### src/rtl/spi_port_pkg.sv
package spi_port_pkg;

  localparam int BYTE_W = 8;

  localparam logic [1:0] ADDR_CTL  = 2'd0;
  localparam logic [1:0] ADDR_STAT = 2'd1;
  localparam logic [1:0] ADDR_DATA = 2'd2;

  localparam logic [3:0] MODE_DIV_A  = 4'd0;
  localparam logic [3:0] MODE_DIV_B  = 4'd1;
  localparam logic [3:0] MODE_DIV_C  = 4'd2;
  localparam logic [3:0] MODE_TIMER  = 4'd3;
  localparam logic [3:0] MODE_SL_SEL = 4'd4;
  localparam logic [3:0] MODE_SL_ANY = 4'd5;

  typedef struct packed {
    logic       wcol;
    logic       ovf;
    logic       en;
    logic       cpol;
    logic [3:0] mode;
  } ctl_t;

  // Master modes occupy codes 0..3
  function automatic logic mode_is_master(input logic [3:0] m);
    return m <= MODE_TIMER;
  endfunction

  function automatic logic mode_is_slave(input logic [3:0] m);
    return (m == MODE_SL_SEL) || (m == MODE_SL_ANY);
  endfunction

  // Half-period in system clocks: base, base*4, base*16 for the divider codes
  function automatic int unsigned half_clocks(input logic [1:0] sel, input int unsigned base);
    return base << (2 * int'(sel));
  endfunction

endpackage

### src/rtl/spi_port_clkgen.sv
module spi_port_clkgen #(
  parameter int DIVW = 8
) (
  input  logic            clk,
  input  logic            rst_n,
  input  logic            run,
  input  logic            use_tmr,
  input  logic            timer_tick,
  input  logic [DIVW-1:0] half,
  output logic            ph,
  output logic            lead,
  output logic            trail
);

  logic [DIVW-1:0] cnt;
  logic            step;

  assign step  = use_tmr ? timer_tick : (cnt == half - DIVW'(1));
  assign lead  = run & step & ~ph;
  assign trail = run & step & ph;

  always_ff @(posedge clk) begin
    if (!rst_n) begin
      cnt <= '0;
      ph  <= 1'b0;
    end else if (!run) begin
      cnt <= '0;
      ph  <= 1'b0;
    end else if (step) begin
      cnt <= '0;
      ph  <= ~ph;
    end else begin
      cnt <= cnt + DIVW'(1);
    end
  end

  // the clock phase only moves on a divider step
  assert_phase_steady_R3: assert property (@(posedge clk) disable iff (!rst_n)
    (run && !step) |=> $stable(ph));

  // in timer mode the phase waits for a tick
  assert_timer_gate_R3: assert property (@(posedge clk) disable iff (!rst_n)
    (run && use_tmr && !timer_tick) |=> $stable(ph));

endmodule

### src/rtl/spi_port_slave_front.sv
module spi_port_slave_front (
  input  logic clk,
  input  logic rst_n,
  input  logic active,
  input  logic use_sel,
  input  logic cpol,
  input  logic sck_i,
  input  logic sdi_i,
  input  logic ss_n_i,
  output logic lead,
  output logic trail,
  output logic sdi_s,
  output logic sel_hold
);

  logic [1:0] sck_sync, sdi_sync, ss_sync;
  logic       lvl, lvl_q;
  logic       gate;

  always_ff @(posedge clk) begin
    if (!rst_n) begin
      sck_sync <= 2'b00;
      sdi_sync <= 2'b00;
      ss_sync  <= 2'b11;
      lvl_q    <= 1'b0;
    end else begin
      sck_sync <= {sck_sync[0], sck_i};
      sdi_sync <= {sdi_sync[0], sdi_i};
      ss_sync  <= {ss_sync[0], ss_n_i};
      lvl_q    <= lvl;
    end
  end

  // Active level of the serial clock relative to its idle level
  assign lvl      = sck_sync[1] ^ cpol;
  assign sdi_s    = sdi_sync[1];
  assign sel_hold = use_sel & ss_sync[1];
  assign gate     = active & ~sel_hold;
  assign lead     = gate & lvl & ~lvl_q;
  assign trail    = gate & ~lvl & lvl_q;

endmodule

### src/rtl/spi_port_shifter.sv
module spi_port_shifter #(
  parameter int W = 8
) (
  input  logic         clk,
  input  logic         rst_n,
  input  logic         clr,
  input  logic         load,
  input  logic [W-1:0] load_data,
  input  logic         lead,
  input  logic         trail,
  input  logic         sdi,
  output logic         sdo,
  output logic         busy,
  output logic         done,
  output logic [W-1:0] rx_byte
);

  localparam int CW = (W > 1) ? $clog2(W) : 1;

  logic [W-1:0]  sr;
  logic [CW-1:0] cnt;
  logic          pend;
  logic          rbit;
  logic          last;

  assign last    = (cnt == CW'(W - 1));
  assign done    = ~clr & trail & pend & last;
  assign rx_byte = {sr[W-2:0], rbit};
  assign sdo     = sr[W-1];
  assign busy    = (cnt != '0) | pend;

  always_ff @(posedge clk) begin
    if (!rst_n) begin
      sr   <= '0;
      cnt  <= '0;
      pend <= 1'b0;
      rbit <= 1'b0;
    end else if (clr) begin
      cnt  <= '0;
      pend <= 1'b0;
    end else if (load) begin
      sr <= load_data;
    end else begin
      if (lead) begin
        rbit <= sdi;
        pend <= 1'b1;
      end
      if (trail && pend) begin
        sr   <= {sr[W-2:0], rbit};
        pend <= 1'b0;
        cnt  <= last ? '0 : cnt + CW'(1);
      end
    end
  end

  // a finished byte leaves the counter at zero
  assert_byte_rearm_R4: assert property (@(posedge clk) disable iff (!rst_n)
    done |=> (cnt == '0) && !pend);

  // SDO only changes on a trailing edge or a preload
  assert_sdo_trailing_R4: assert property (@(posedge clk) disable iff (!rst_n)
    (!trail && !load) |=> $stable(sdo));

endmodule

### src/rtl/spi_port_top.sv
module spi_port_top
  import spi_port_pkg::*;
#(
  parameter int DIVW      = 8,
  parameter int BASE_HALF = 2
) (
  input  logic              clk,
  input  logic              rst_n,
  input  logic              reg_wr,
  input  logic              reg_rd,
  input  logic [1:0]        reg_addr,
  input  logic [BYTE_W-1:0] reg_wdata,
  output logic [BYTE_W-1:0] reg_rdata,
  input  logic              timer_tick,
  input  logic              sck_i,
  output logic              sck_o,
  output logic              sck_oe,
  input  logic              sdi_i,
  output logic              sdo_o,
  output logic              sdo_oe,
  input  logic              ss_n_i
);

  ctl_t              ctl;
  logic              full;
  logic [BYTE_W-1:0] rx_buf;
  logic              m_active;

  // Decoded mode and bus events
  logic mst, slv, use_sel;
  logic wr_ctl, wr_dat, rd_dat;
  logic start, sload, collide;
  logic busy, sh_busy;
  logic ovf_evt, rx_load;

  // Engine wiring
  logic              m_ph, m_lead, m_trail;
  logic              s_lead, s_trail, s_sdi, sel_hold;
  logic              e_lead, e_trail, e_sdi, e_clr;
  logic              sh_sdo, done;
  logic [BYTE_W-1:0] rx_byte;
  logic [DIVW-1:0]   half;

  assign mst     = ctl.en & mode_is_master(ctl.mode);
  assign slv     = ctl.en & mode_is_slave(ctl.mode);
  assign use_sel = (ctl.mode == MODE_SL_SEL);
  assign half    = DIVW'(half_clocks(ctl.mode[1:0], BASE_HALF));

  assign wr_ctl = reg_wr & (reg_addr == ADDR_CTL);
  assign wr_dat = reg_wr & (reg_addr == ADDR_DATA);
  assign rd_dat = reg_rd & (reg_addr == ADDR_DATA);

  assign busy    = mst ? m_active : (slv ? sh_busy : 1'b0);
  assign start   = wr_dat & mst & ~m_active;
  assign sload   = wr_dat & slv & ~sh_busy;
  assign collide = wr_dat & (mst | slv) & busy;
  assign ovf_evt = done & slv & full;
  assign rx_load = done & ~ovf_evt;

  assign e_lead  = mst ? m_lead  : s_lead;
  assign e_trail = mst ? m_trail : s_trail;
  assign e_sdi   = mst ? sdi_i   : s_sdi;
  assign e_clr   = ~(mst | slv) | (slv & sel_hold);

  spi_port_clkgen #(.DIVW(DIVW)) u_clkgen (
    .clk        (clk),
    .rst_n      (rst_n),
    .run        (m_active),
    .use_tmr    (ctl.mode == MODE_TIMER),
    .timer_tick (timer_tick),
    .half       (half),
    .ph         (m_ph),
    .lead       (m_lead),
    .trail      (m_trail)
  );

  spi_port_slave_front u_front (
    .clk      (clk),
    .rst_n    (rst_n),
    .active   (slv),
    .use_sel  (use_sel),
    .cpol     (ctl.cpol),
    .sck_i    (sck_i),
    .sdi_i    (sdi_i),
    .ss_n_i   (ss_n_i),
    .lead     (s_lead),
    .trail    (s_trail),
    .sdi_s    (s_sdi),
    .sel_hold (sel_hold)
  );

  spi_port_shifter #(.W(BYTE_W)) u_shifter (
    .clk       (clk),
    .rst_n     (rst_n),
    .clr       (e_clr),
    .load      (start | sload),
    .load_data (reg_wdata),
    .lead      (e_lead),
    .trail     (e_trail),
    .sdi       (e_sdi),
    .sdo       (sh_sdo),
    .busy      (sh_busy),
    .done      (done),
    .rx_byte   (rx_byte)
  );

  // Control word: flags may only be cleared by software
  always_ff @(posedge clk) begin
    if (!rst_n) begin
      ctl <= '0;
    end else begin
      if (wr_ctl) begin
        ctl.wcol <= ctl.wcol & reg_wdata[7];
        ctl.ovf  <= ctl.ovf & reg_wdata[6];
        ctl.en   <= reg_wdata[5];
        ctl.cpol <= reg_wdata[4];
        ctl.mode <= reg_wdata[3:0];
      end
      if (collide) ctl.wcol <= 1'b1;
      if (ovf_evt) ctl.ovf  <= 1'b1;
    end
  end

  always_ff @(posedge clk) begin
    if (!rst_n) begin
      m_active <= 1'b0;
    end else if (!mst) begin
      m_active <= 1'b0;
    end else if (start) begin
      m_active <= 1'b1;
    end else if (done) begin
      m_active <= 1'b0;
    end
  end

  always_ff @(posedge clk) begin
    if (!rst_n) begin
      full   <= 1'b0;
      rx_buf <= '0;
    end else if (rx_load) begin
      full   <= 1'b1;
      rx_buf <= rx_byte;
    end else if (rd_dat) begin
      full <= 1'b0;
    end
  end

  always_comb begin
    case (reg_addr)
      ADDR_CTL:  reg_rdata = ctl;
      ADDR_STAT: reg_rdata = {{(BYTE_W-2){1'b0}}, busy, full};
      ADDR_DATA: reg_rdata = rx_buf;
      default:   reg_rdata = '0;
    endcase
  end

  assign sck_oe = mst;
  assign sck_o  = ctl.cpol ^ m_ph;
  assign sdo_oe = mst | (slv & ~sel_hold);
  assign sdo_o  = sh_sdo;

  // a disabled port drives nothing
  assert_pins_released_R2: assert property (@(posedge clk) disable iff (!rst_n)
    !ctl.en |-> (!sck_oe && !sdo_oe));

  // an idle master rests SCK at the polarity level
  assert_sck_idle_R5: assert property (@(posedge clk) disable iff (!rst_n)
    (mst && !m_active) |-> (sck_o == ctl.cpol));

  // a busy data write raises the collision flag
  assert_collision_flag_R6: assert property (@(posedge clk) disable iff (!rst_n)
    collide |=> ctl.wcol);

  // overflow is raised only from slave mode
  assert_no_overflow_R7: assert property (@(posedge clk) disable iff (!rst_n)
    $rose(ctl.ovf) |-> $past(slv));

  // the older byte survives an overflow
  assert_buf_kept_R7: assert property (@(posedge clk) disable iff (!rst_n)
    ovf_evt |=> (rx_buf == $past(rx_buf)) && full);

  // a deselected slave releases SDO
  assert_sel_release_R9: assert property (@(posedge clk) disable iff (!rst_n)
    (slv && sel_hold) |-> !sdo_oe);

  // reserved codes stay idle
  assert_reserved_idle_R10: assert property (@(posedge clk) disable iff (!rst_n)
    (ctl.en && !mst && !slv) |-> (!sck_oe && !sdo_oe && !busy));

endmodule

### config.mk
export PLATFORM = sky130hd
export DESIGN_NAME = spi_port_top
export DESIGN_NICKNAME = d
export VERILOG_FILES = /design/src/rtl/spi_port_pkg.sv /design/src/rtl/spi_port_clkgen.sv /design/src/rtl/spi_port_slave_front.sv /design/src/rtl/spi_port_shifter.sv /design/src/rtl/spi_port_top.sv
export SDC_FILE = /design/constraint.sdc
export NUM_CORES = 1
export LEC_CHECK = 0
export CORE_ASPECT_RATIO = 2
export CORE_MARGIN = 8
export CORE_UTILIZATION = 25
export DETAILED_ROUTE_END_ITERATION = 8
export GPL_ROUTABILITY_DRIVEN = 1
export PLACE_DENSITY_LB_ADDON = 0.25
export SLEW_MARGIN = 20
export SYNTH_ARGS = -nofsm -noshare
export SYNTH_HDL_FRONTEND = slang
export SYNTH_HIERARCHICAL = 1
export SYNTH_SLANG_ARGS = --single-unit
### constraint.sdc
create_clock -name clk -period 4.9 [get_ports clk]
set_clock_uncertainty 0.15 [all_clocks]
set_input_delay 0.49 -clock clk [delete_from_list [all_inputs] [get_ports clk]]
set_output_delay 0.49 -clock clk [all_outputs]
set_load 0.005 [all_outputs]
==> Implementation_results.wiki, run 1 <==
{| class="wikitable"
! Metric !! Value
|-
| Height of the die || 165 um
|-
| Min Hold Slack || roughly 260 ps
|-
| Post-layout minimum cycle time || 3520 ps
|-
| Share of total power in sequential cells || 45.5%
|-
| Fraction of the yosys area taken by sequential cells || between 30% and 40%
|-
| Die Wd || 90.6 um
|-
| Run status || finished clean
|-
| Antenna-violating nets left || 0
|-
| Top cell type by total area after synthesis || sky130_fd_sc_hd__dfxtp_1
|-
| Remaining design rule violation count || 0
|-
| Final routed wirelength across all metal layers || 7.72 mm
|-
| Largest stage delay on the critical path || 520 ps
|-
| Clock latency on the worst-skew pair || slightly below 300 ps
|-
| Number of hold-slack violations in the final timing report || 0
|-
| Net Switching || 186 uW
|-
| Max Cap Viol || 0
|-
| Category of the most critical setup path || register to register
|-
| CP Data Arrival Time || 3550 ps
|-
| Worst-Margin Slew || approximately 740 ps
|-
| Unrepaired setup endpoints after global routing || no
|-
| Clock root buffer || sky130_fd_sc_hd__clkbuf_16
|-
| Number of sinks on the clock net || 47
|-
| Final clock period utilization by the worst path || 71.9%
|-
| TritonCTS clock tree || yes
|-
| Static leakage power || 1.23 nW
|-
| Global-route wire length before repair || 12.1 mm
|-
| HPWL reported at the end of detailed placement || a little under 6 mm
|-
| Clock Power Share || 46.7%
|-
| Cell count after synthesis || 307
|-
| Register-to-Register Path Depth || 12
|-
| Highest fanout seen on the critical path || 18
|-
| Leading register cell type out of synthesis || sky130_fd_sc_hd__dfxtp_1
|-
| Proportion of synthesized flip-flops having asynchronous set or reset || 0%
|-
| EDFF count, synth || 0
|-
| Avg Vias per Cell || about 4.8
|-
| Filler cell count || 1145
|-
| Cell with the biggest individual delay on the critical path || sky130_fd_sc_hd__or4_1
|-
| Area of the die || 0.0150 mm^2
|-
| Fraction of layout instances using a drive strength above 1 || 6.92%
|-
| Area inside the core boundary || 0.0109 mm^2
|-
| Final std cells w/o fill || 487
|-
| Buf/Inv on CP || 0
|-
| Iteration-0 DRC Markers || 88
|-
| Max rail drop VDD || 0.146 mV
|-
| Combinational Power Share || 7.9%
|-
| Critical Path Source Type || register
|-
| Relative slew slack || 50.2%
|-
| Hold bufs inserted after CTS || 0
|-
| Setup crit start || ctl[1]
|-
| GRT Resource Usage Total || 10.6%
|-
| CP required || 4920 ps
|-
| Critical path depth in cells || 12
|-
| Top cells by area in the synthesized netlist || sky130_fd_sc_hd__dfxtp_1, sky130_fd_sc_hd__mux2i_1, sky130_fd_sc_hd__nand4_1
|-
| Number of antenna violations at the first check in global routing || 0
|-
| Average size of a mapped cell || roughly 9.1 um^2
|-
| Finish-stage setup viols || 0
|-
| Post-synthesis register bit count || 47
|-
| CTS clock-pin slew for the worst setup and hold paths || about 60 ps
|-
| Max-slew violation total from the final report || 0
|-
| Post-synthesis instance area || 0.00278 mm^2
|-
| Number of primary I/O pins || 30
|-
| TritonRoute pass-1 iters || 4
|-
| Min-Delay Path Class || register to register
|-
| Number of different library cells in the post-synthesis netlist || 54
|-
| Number of antenna diodes || 0
|-
| Worst r2r dst || rx_buf[0]
|-
| Number of gates resized after cts || 0
|-
| Routed length per placed instance || 15.8 um
|-
| Beginning of the worst register-to-register path || ctl[1]
|-
| Num CTS Buffers || 5
|-
| Share of the synthesized area in the top cell type || 33.8%
|-
| Critical path endpoint || rx_buf[0]
|-
| DR vias || 2343
|-
| CTS H-Tree Depth || 2
|-
| Nets@finish || roughly 370
|-
| Net Sw Frac || around 22%
|-
| Number of rows in the core area || 54
|-
| Critical path cell sequence || nor2_1 -> or4_1 -> o221ai_1 -> o211ai_1 -> o2111ai_2 -> nand2_1 -> and3_1 -> mux2_4 -> and4b_2 -> and2_1 -> a31oi_1 -> nand3_1
|-
| Type of destination of the critical path || register
|-
| Pwr per Cell Area || about 250 mW/mm^2
|-
| Int Power || 674 uW
|-
| Number of placed instances, taps included || about 480
|-
| Pin count of the biggest net entering global routing || 39
|-
| Total Negative Setup Slacks || 0 ps
|-
| Minimum setup slack among reg-to-reg paths || 1380 ps
|-
| Routability congestion estimate || 0.790
|-
| Overflow left after global routing || 0
|-
| Starting density of the core || 25.6%
|-
| Vias in the first global route || 2331
|-
| Maximum clock frequency || 0.284 GHz
|-
| Number of warnings printed during yosys synthesis || 6
|-
| Number of buffers between clock root and the deepest sink || 2
|-
| Number of buffers added for setup after CTS || 0
|-
| PortBufs || 29
|-
| Cell family with the largest share of critical-path delay || simple AND/OR/NAND/NOR gates
|-
| Area growth syn-to-layout || 22.1%
|}
==> Yosys cell counts, drive strengths merged (2+ instances only) <==
cell type and instances:
dfxtp 47, nor2 25, nor3 3, clkbuf 6, nand2b 8, or3 9
nor4 2, and3 4, o22ai 2, mux2 3, buf 11, nor3b 4
xnor2 11, a21oi 4, nand3 13, nor2b 13, and3b 8, and4b 3
xor2 5, nand4 18, and2 8, ha 5, a31oi 8, o21ai 10
nor4b 2, inv 9, o211ai 5, nand2 10, a21boi 8, nand3b 3
or3b 2, mux2i 27, nand4bb 2
==> per-stage QoR <==
| step | cell area, um^2 | power [mW] | util, % | worst slack [ps] |
|---|---|---|---|---|
| 2_1_floorplan | 2840 | 0.436 | - | 1720 |
| 5_1_grt | 3390 | 0.891 | 31.2 | 1110 |
| 4_1_cts | 3390 | 0.876 | 31.2 | 1360 |
| 3_5_place_dp | 3220 | 0.468 | 29.6 | 1390 |
| 3_3_place_gp | 3220 | 0.467 | 29.6 | 1470 |
| 6_report | 3390 | 0.860 | 31.2 | 1380 |
==> worst min-delay path by stage <==
stage | depth (start not counted) | start | end | slack [ps]
after floorplan | 1 | u_front/ss_sync[0] | u_front/ss_sync[1] | 240
after global placement | 1 | u_front/ss_sync[0] | u_front/ss_sync[1] | 250
after detailed placement | 1 | u_front/ss_sync[0] | u_front/ss_sync[1] | 250
after CTS | 1 | u_front/ss_sync[0] | u_front/ss_sync[1] | 260
after global routing | 1 | u_front/sck_sync[0] | u_front/sck_sync[1] | 290
final | 1 | u_front/ss_sync[0] | u_front/ss_sync[1] | 260
==> metal layers <==
metal,up-vias,wire (um),track usage (%)
met5,-,0,0
met4,0,278,6.33
met3,13,249,2.26
met2,45,4400,21.2
met1,1114,2790,9.19
li1,1171,-,-
==> sequential cells by signal (all words and copies together) (netlist names) <==
| name | count |
|---|---|
| full | 1 |
| u_front/lvl_q | 1 |
| u_front/sdi_sync | 2 |
| u_shifter/sr | 8 |
| u_clkgen/ph | 1 |
| u_shifter/rbit | 1 |
| u_front/sck_sync | 2 |
| m_active | 1 |
| u_front/ss_sync | 2 |
| ctl | 8 |
| u_clkgen/cnt | 8 |
| rx_buf | 8 |
| u_shifter/cnt | 3 |
| u_shifter/pend | 1 |
==> cells in the final DEF, fill, tap and decap left out, types with 3 or more instances in the layout <==
cell type                          n
sky130_fd_sc_hd__o211ai_1          5
sky130_fd_sc_hd__and3b_1           8
sky130_fd_sc_hd__nand3_1          13
sky130_fd_sc_hd__a21boi_1          8
sky130_fd_sc_hd__nand2_1          10
sky130_fd_sc_hd__mux2i_1          27
sky130_fd_sc_hd__clkdlybuf4s50_1  29
sky130_fd_sc_hd__dfxtp_1          47
sky130_fd_sc_hd__o21ai_0           9
sky130_fd_sc_hd__and2_1            7
sky130_fd_sc_hd__or3_1             9
sky130_fd_sc_hd__inv_1             8
sky130_fd_sc_hd__nand3b_1          3
sky130_fd_sc_hd__nor3_1            3
sky130_fd_sc_hd__nor2b_1          13
sky130_fd_sc_hd__clkbuf_16         5
sky130_fd_sc_hd__nand4_1          17
sky130_fd_sc_hd__ha_1              5
sky130_fd_sc_hd__xor2_1            5
sky130_fd_sc_hd__mux2_4            3
sky130_fd_sc_hd__a31oi_1           8
sky130_fd_sc_hd__xnor2_1          10
sky130_fd_sc_hd__and3_1            4
sky130_fd_sc_hd__nand2b_1          8
sky130_fd_sc_hd__nor2_1           25
sky130_fd_sc_hd__conb_1           18
sky130_fd_sc_hd__buf_4             3
==> power groups by stage <==
stage	combinational, mW	sequential, mW	clock (mW)
finish	0.0678	0.391	0.401
global route	0.0734	0.391	0.426
CTS	0.0683	0.391	0.417
detailed placement	0.0678	0.400	0
global placement	0.0678	0.400	0
floorplan	0.0384	0.397	0
==> layout make-up <==
cell class,count,area [um^2],share of cell area (%)
Multi-Input combinational cell,251,1760,51.8
Clock inverter,2,35.0,1.03
Timing Repair Buffer,32,313,9.22
Sequential cell,47,941,27.7
Clock buffer,6,139,4.09
Tap cell,140,175,5.16
Inverter,9,33.8,0.996
==> cell families after synthesis <==
kind of cell | Yosys count | share of synthesized area (%)
AO/OA/AOI/OAI | 42 | 10.3
XOR/XNOR | 16 | 5.31
adder cells (fa/ha/maj) | 5 | 2.25
buffers and inverters | 26 | 5.27
flip-flops | 47 | 33.8
multiplexers | 30 | 11.3
other | 1 | 0.135
AND/OR/NAND/NOR | 140 | 31.5
==> worst register-to-register path: cells and delay by family, from the launching register on <==
family / cells / cell delay, ps
AND/OR/NAND/NOR: 7 / 1670
flip-flops: 1 / 450
multiplexers: 1 / 270
AO/OA/AOI/OAI: 4 / 870
No activity file was read; power rests on OpenSTA's default activity.
==> run 2: changes to the inputs <==
- clock period: 4.9 -> 3.1 ns (I/O delays scaled with it)
==> run 2 against run 1 <==
Worst hold slack improved by 4.1 ps; largest power group unchanged; flip-flop and latch count stayed put; largest cell class unchanged; critical path depth grew 3; combinational power grew 67%; power is 63% higher; highest routed layer unchanged.
==> Implementation_results.wiki, run 2 (synthesis results as in run 1) <==
{| class="wikitable"
! Metric !! Value
|-
| Worst Hold Launch || u_front/ss_sync[0]
|-
| Combined area of the multi-input logic cells || around 0.0018 mm^2
|-
| Utilization of the core after routing || about 33%
|-
| CTS H-Tree Depth || 2
|-
| Number of sinks on the clock net || 47
|-
| Global-route wire length before repair || 12.6 mm
|-
| Highest fanout seen on the critical path || 9
|-
| Clock root buffer || sky130_fd_sc_hd__clkbuf_16
|-
| PortBufs || 29
|-
| Area inside the core boundary || 0.0109 mm^2
|-
| Clock latency on the worst-skew pair || 290 ps
|-
| Setup crit start || ctl[1]
|-
| Placement Cell Area || 0.00331 mm^2
|-
| CP Data Arrival Time || 3000 ps
|-
| Run status || finished clean
|-
| Type of destination of the critical path || register
|-
| Final clock period utilization by the worst path || 95.7%
|-
| Pwr per Cell Area || just under 400 mW/mm^2
|-
| Unrepaired setup endpoints after global routing || yes
|-
| Number of rows in the core area || 54
|-
| Iteration-0 DRC Markers || about 130
|-
| Remaining design rule violation count || 0
|-
| Final standard cell area without fillers || 0.00355 mm^2
|-
| Vias in the first global route || 2535
|-
| Die Wd || 90.6 um
|-
| DR vias || 2394
|-
| Worst setup slack after layout || 133 ps
|-
| Overflow left after global routing || 0
|-
| Number of primary I/O pins || 30
|-
| Relative slew slack || between 60% and 70%
|-
| Filler cell count || 1130
|-
| Routed length per placed instance || 15.2 um
|-
| Most frequent standard cell in the layout excluding fill and tap cells || sky130_fd_sc_hd__dfxtp_1
|-
| Critical Path Source Type || register
|-
| Category of the most critical setup path || register to register
|-
| Number of hold-slack violations in the final timing report || 0
|-
| TritonRoute pass-1 iters || 4
|-
| Worst-Margin Slew || 564 ps
|-
| Final routed wirelength across all metal layers || 7.61 mm
|-
| Num CTS Buffers || 5
|-
| Number of buffers between clock root and the deepest sink || 2
|-
| Fraction of layout instances using a drive strength above 1 || 13.9%
|-
| Hold bufs inserted after CTS || 0
|-
| Number of placed instances, taps included || a little under 500
|-
| Number of antenna violations at the first check in global routing || 0
|-
| Static leakage power || 1.32 nW
|-
| Pin count of the biggest net entering global routing || 33
|-
| Max Cap Viol || 0
|-
| Max-slew violation total from the final report || 0
|-
| Minimum setup slack among reg-to-reg paths || 130 ps
|-
| Final std cells w/o fill || 500
|-
| TritonCTS clock tree || yes
|-
| Height of the die || 165 um
|-
| Worst Setup Slack post-DPL || -5.71 ps
|-
| Number of antenna diodes || 0
|-
| Max rail drop VDD || 0.364 mV
|-
| Min Hold Slack || 263 ps
|-
| Nets@finish || 382
|-
| Routability congestion estimate || 0.785
|-
| GRT Resource Usage Total || 10.7%
|-
| Post-layout minimum cycle time || 2970 ps
|-
| Min-Delay Path Class || register to register
|-
| Finish-stage setup viols || 0
|-
| Beginning of the worst register-to-register path || ctl[1]
|-
| Antenna-violating nets left || 0
|-
| Sequential cell area in the final layout || around 950 um^2
|-
| Area growth syn-to-layout || 27.6%
|-
| Avg Vias per Cell || 4.79
|-
| HPWL reported at the end of detailed placement || 5.85 mm
|-
| CP required || 3130 ps
|-
| Starting density of the core || between 20 and 30%
|-
| Top library cells by usage in the layout, fill and taps aside || sky130_fd_sc_hd__dfxtp_1, sky130_fd_sc_hd__clkdlybuf4s50_1, sky130_fd_sc_hd__mux2i_1
|-
| CTS clock-pin slew for the worst setup and hold paths || 70 ps
|-
| Area of the die || about 0.015 mm^2
|-
| Maximum clock frequency || around 0.34 GHz
|}
run 2: through the flow:
stage / total power [mW] / TNS (ps)
after floorplan: 0.688 / 0
after global placement: 0.740 / 0
after detailed placement: 0.741 / -8.58
after CTS: 1.42 / 0
after global routing: 1.46 / -25.4
final: 1.40 / 0
run 2: what timing repair did:
action,in CTS,in global routing
hold endpoints to repair,0,0
pin swaps,0,3
endpoints found under the setup margin,5,16
setup buffers,0,1
resized for setup,1,12
run 2: worst paths after layout:
check	to	depth (start not counted)
setup reg to reg	rx_buf[1]	15
setup / recovery	rx_buf[1]	15
hold / removal	u_front/ss_sync[1]	1
hold reg to reg	u_front/ss_sync[1]	1
run 2: cell type report:
type | count | share of cell area (%)
tap | 140 | 4.94
multi-input combinational | 251 | 50.5
sequential | 47 | 26.7
timing repair buffer | 45 | 11.6
clock inverter | 2 | 1.06
inverter | 9 | 0.952
clock buffer | 6 | 4.23
run 2: metal layers:
metal | vias up | wire, um | share of wire, % | GRT usage [%]
met5 | - | 0 | 0 | 0
met2 | 65 | 4200 | 55 | 20.4
met4 | 0 | 431 | 5.7 | 8.16
li1 | 1189 | - | - | -
met1 | 1117 | 2710 | 36 | 9.99
met3 | 23 | 264 | 3.5 | 1.81
run 2: power breakdown:
group | switching [mW] | internal (mW)
clock | 0.241 | 0.430
combinational | 0.0549 | 0.0577
sequential | 0.00679 | 0.610
run 2: critical path, stage by stage (launching register included):
cell and delay (ps):
sky130_fd_sc_hd__dfxtp_4 350, sky130_fd_sc_hd__nor2_2 50, sky130_fd_sc_hd__inv_1 60, sky130_fd_sc_hd__ha_2 180, sky130_fd_sc_hd__or3b_4 390, sky130_fd_sc_hd__nor3_2 130, sky130_fd_sc_hd__xnor2_1 150, sky130_fd_sc_hd__o2111ai_2 140
sky130_fd_sc_hd__nand2_1 110, sky130_fd_sc_hd__and3_1 160, sky130_fd_sc_hd__mux2_4 160, sky130_fd_sc_hd__and4b_2 270, sky130_fd_sc_hd__buf_6 140, sky130_fd_sc_hd__and3b_1 180, sky130_fd_sc_hd__a31oi_1 140, sky130_fd_sc_hd__nand3_1 90
==> run 3: changes to the inputs <==
- MAX_ROUTING_LAYER: unset -> met4
==> run 3 against run 2 <==
Sequential share of layout area unchanged; setup slack got worse by 5.4 ps; register-to-register slack about the same; core utilization unchanged; first-iteration DRC count increased by 8.2%; flip-flop and latch count unchanged; die area unchanged; maximum frequency decreased by 0.18%; power increased by 0.20%; clock-buffer cell count unchanged; critical endpoint unchanged.
==> Implementation_results.wiki, run 3 (synthesis results as in run 1) <==
{| class="wikitable"
! Metric !! Value
|-
| Run status || finished clean
|-
| Critical path depth in cells || 15
|-
| Height of the die || 165 um
|-
| Num CTS Buffers || 5
|-
| Buf/Inv on CP || 2
|-
| Utilization of the core after routing || about a third
|-
| Overflow left after global routing || 0
|-
| Min-Delay Path Class || register to register
|-
| Finish-stage setup viols || 0
|-
| Clock latency on the worst-skew pair || about 300 ps
|-
| Pwr per Cell Area || 396 mW/mm^2
|-
| Routed length per placed instance || between 15 and 20 um
|-
| CP Data Arrival Time || about 3000 ps
|-
| Die Wd || 90.6 um
|-
| Maximum clock frequency || 0.336 GHz
|-
| Nets@finish || 382
|-
| Largest stage delay on the critical path || 390 ps
|-
| Remaining design rule violation count || 0
|-
| Number of rows in the core area || 54
|-
| Number of antenna diodes || 0
|-
| Antenna-violating nets left || 0
|-
| TritonCTS clock tree || yes
|-
| CTS clock-pin slew for the worst setup and hold paths || 70 ps
|-
| Critical Path Source Type || register
|-
| Register-to-Register Path Depth || 15
|-
| Net Switching || between 300 and 400 uW
|-
| HPWL reported at the end of detailed placement || ~5.8 mm
|-
| Cell family with the largest share of critical-path delay || simple AND/OR/NAND/NOR gates
|-
| Avg Vias per Cell || 4.82
|-
| Post-layout minimum cycle time || 2970 ps
|-
| Unrepaired setup endpoints after global routing || yes
|-
| Net Sw Frac || 21.8%
|-
| Max rail drop VDD || ~0.36 mV
|-
| Area growth syn-to-layout || 27.6%
|-
| Category of the most critical setup path || register to register
|-
| PortBufs || 29
|-
| Int Power || 1.10 mW
|-
| Cell count of the worst hold path || 1
|-
| Number of hold-slack violations in the final timing report || 0
|-
| Type of destination of the critical path || register
|-
| Top library cells by usage in the layout, fill and taps aside || sky130_fd_sc_hd__dfxtp_1, sky130_fd_sc_hd__clkdlybuf4s50_1, sky130_fd_sc_hd__mux2i_1
|-
| Cell with the biggest individual delay on the critical path || sky130_fd_sc_hd__or3b_4
|-
| Combinational Power Share || 8.0%
|-
| GRT Resource Usage Total || 11.0%
|-
| Iteration-0 DRC Markers || 145
|-
| Max-slew violation total from the final report || 0
|-
| Final clock period utilization by the worst path || 95.9%
|-
| Most frequent standard cell in the layout excluding fill and tap cells || sky130_fd_sc_hd__dfxtp_1
|-
| Vias in the first global route || between 2000 and 3000
|-
| TritonRoute pass-1 iters || 4
|-
| Starting density of the core || 25.6%
|-
| Number of primary I/O pins || 30
|-
| Static leakage power || 1.32 nW
|-
| Worst setup slack after layout || 128 ps
|-
| Pin count of the biggest net entering global routing || 33
|-
| DR vias || approximately 2400
|-
| Filler cell count || 1130
|-
| Area of the die || about 0.015 mm^2
|-
| Fraction of layout instances using a drive strength above 1 || 13.9%
|-
| Worst-Margin Slew || 568 ps
|-
| Number of buffers between clock root and the deepest sink || 2
|-
| Critical path cell sequence || nor2_2 -> inv_1 -> ha_2 -> or3b_4 -> nor3_2 -> xnor2_1 -> o2111ai_2 -> nand2_1 -> and3_1 -> mux2_4 -> and4b_2 -> buf_6 -> and3b_1 -> a31oi_1 -> nand3_1
|-
| Area inside the core boundary || approximately 0.011 mm^2
|-
| Number of sinks on the clock net || between 40 and 50
|-
| Clock root buffer || sky130_fd_sc_hd__clkbuf_16
|-
| Number of antenna violations at the first check in global routing || 0
|-
| Routability congestion estimate || 0.796
|-
| CTS H-Tree Depth || 2
|-
| Final routed wirelength across all metal layers || 7.63 mm
|-
| Share of total power in sequential cells || 44.0%
|-
| Worst Setup Slack post-DPL || -5.71 ps
|-
| Clock Power Share || 48.0%
|-
| Global-route wire length before repair || 12.6 mm
|-
| Relative slew slack || 62.1%
|-
| Highest fanout seen on the critical path || 9
|-
| CP required || about 3100 ps
|-
| Max Cap Viol || 0
|}
-- run 3: cell counts in the layout (fill, tap and decap cells not counted) --
No cell type changed its count.
-- run 3: repair_timing --
action                                  in CTS  in global routing
endpoints found under the setup margin       5                 16
hold buffers                                 0                  0
setup buffers                                0                  1
resized for setup                            1                 12
pin swaps                                    0                  3
-- run 3: final cells by class --
class                      count  area (um^2)  area share, %
clock buffer                   6          150           4.23
clock inverter                 2         37.5           1.06
timing repair buffer          45          413           11.6
sequential                    47          946           26.7
inverter                       9         33.8          0.952
tap                          140          175           4.94
multi-input combinational    251         1790           50.5
-- run 3: path summary, 6_finish.rpt --
| kind | start | to | slack, ps |
|---|---|---|---|
| worst max-delay path | ctl[1] | rx_buf[1] | 130 |
| worst min-delay path | u_front/ss_sync[0] | u_front/ss_sync[1] | 260 |
| worst max register to register | ctl[1] | rx_buf[1] | 130 |
| worst min register to register | u_front/ss_sync[0] | u_front/ss_sync[1] | 260 |
-- run 3: metrics by stage --
| stage | power, mW | hold slack [ps] | std cells | TNS, ps | cell area, um^2 |
|---|---|---|---|---|---|
| after floorplan | 0.688 | 233 | 324 | 0 | 2850 |
| after detailed placement | 0.741 | 247 | 491 | -8.58 | 3310 |
| after global routing | 1.46 | 272 | 500 | -23.0 | 3550 |
| final | 1.40 | 261 | 500 | 0 | 3550 |
| after global placement | 0.740 | 241 | 491 | 0 | 3310 |
| after CTS | 1.42 | 263 | 499 | 0 | 3500 |
-- run 3: per-layer routing --
layer	part of all wire, %	vias up	track usage (%)	wire, um
met1	35	1117	10.0	2670
met2	55	73	20.3	4220
li1	-	1193	-	-
met4	5.8	0	8.16	446
met5	0	-	-	0
met3	3.8	26	1.81	289
-- run 3: power groups by stage --
stage / clock network (mW) / logic [mW] / registers (mW)
after floorplan: 0 / 0.0607 / 0.627
after global placement: 0 / 0.109 / 0.630
after detailed placement: 0 / 0.110 / 0.631
after CTS: 0.695 / 0.110 / 0.617
after global routing: 0.717 / 0.123 / 0.617
final: 0.674 / 0.113 / 0.617
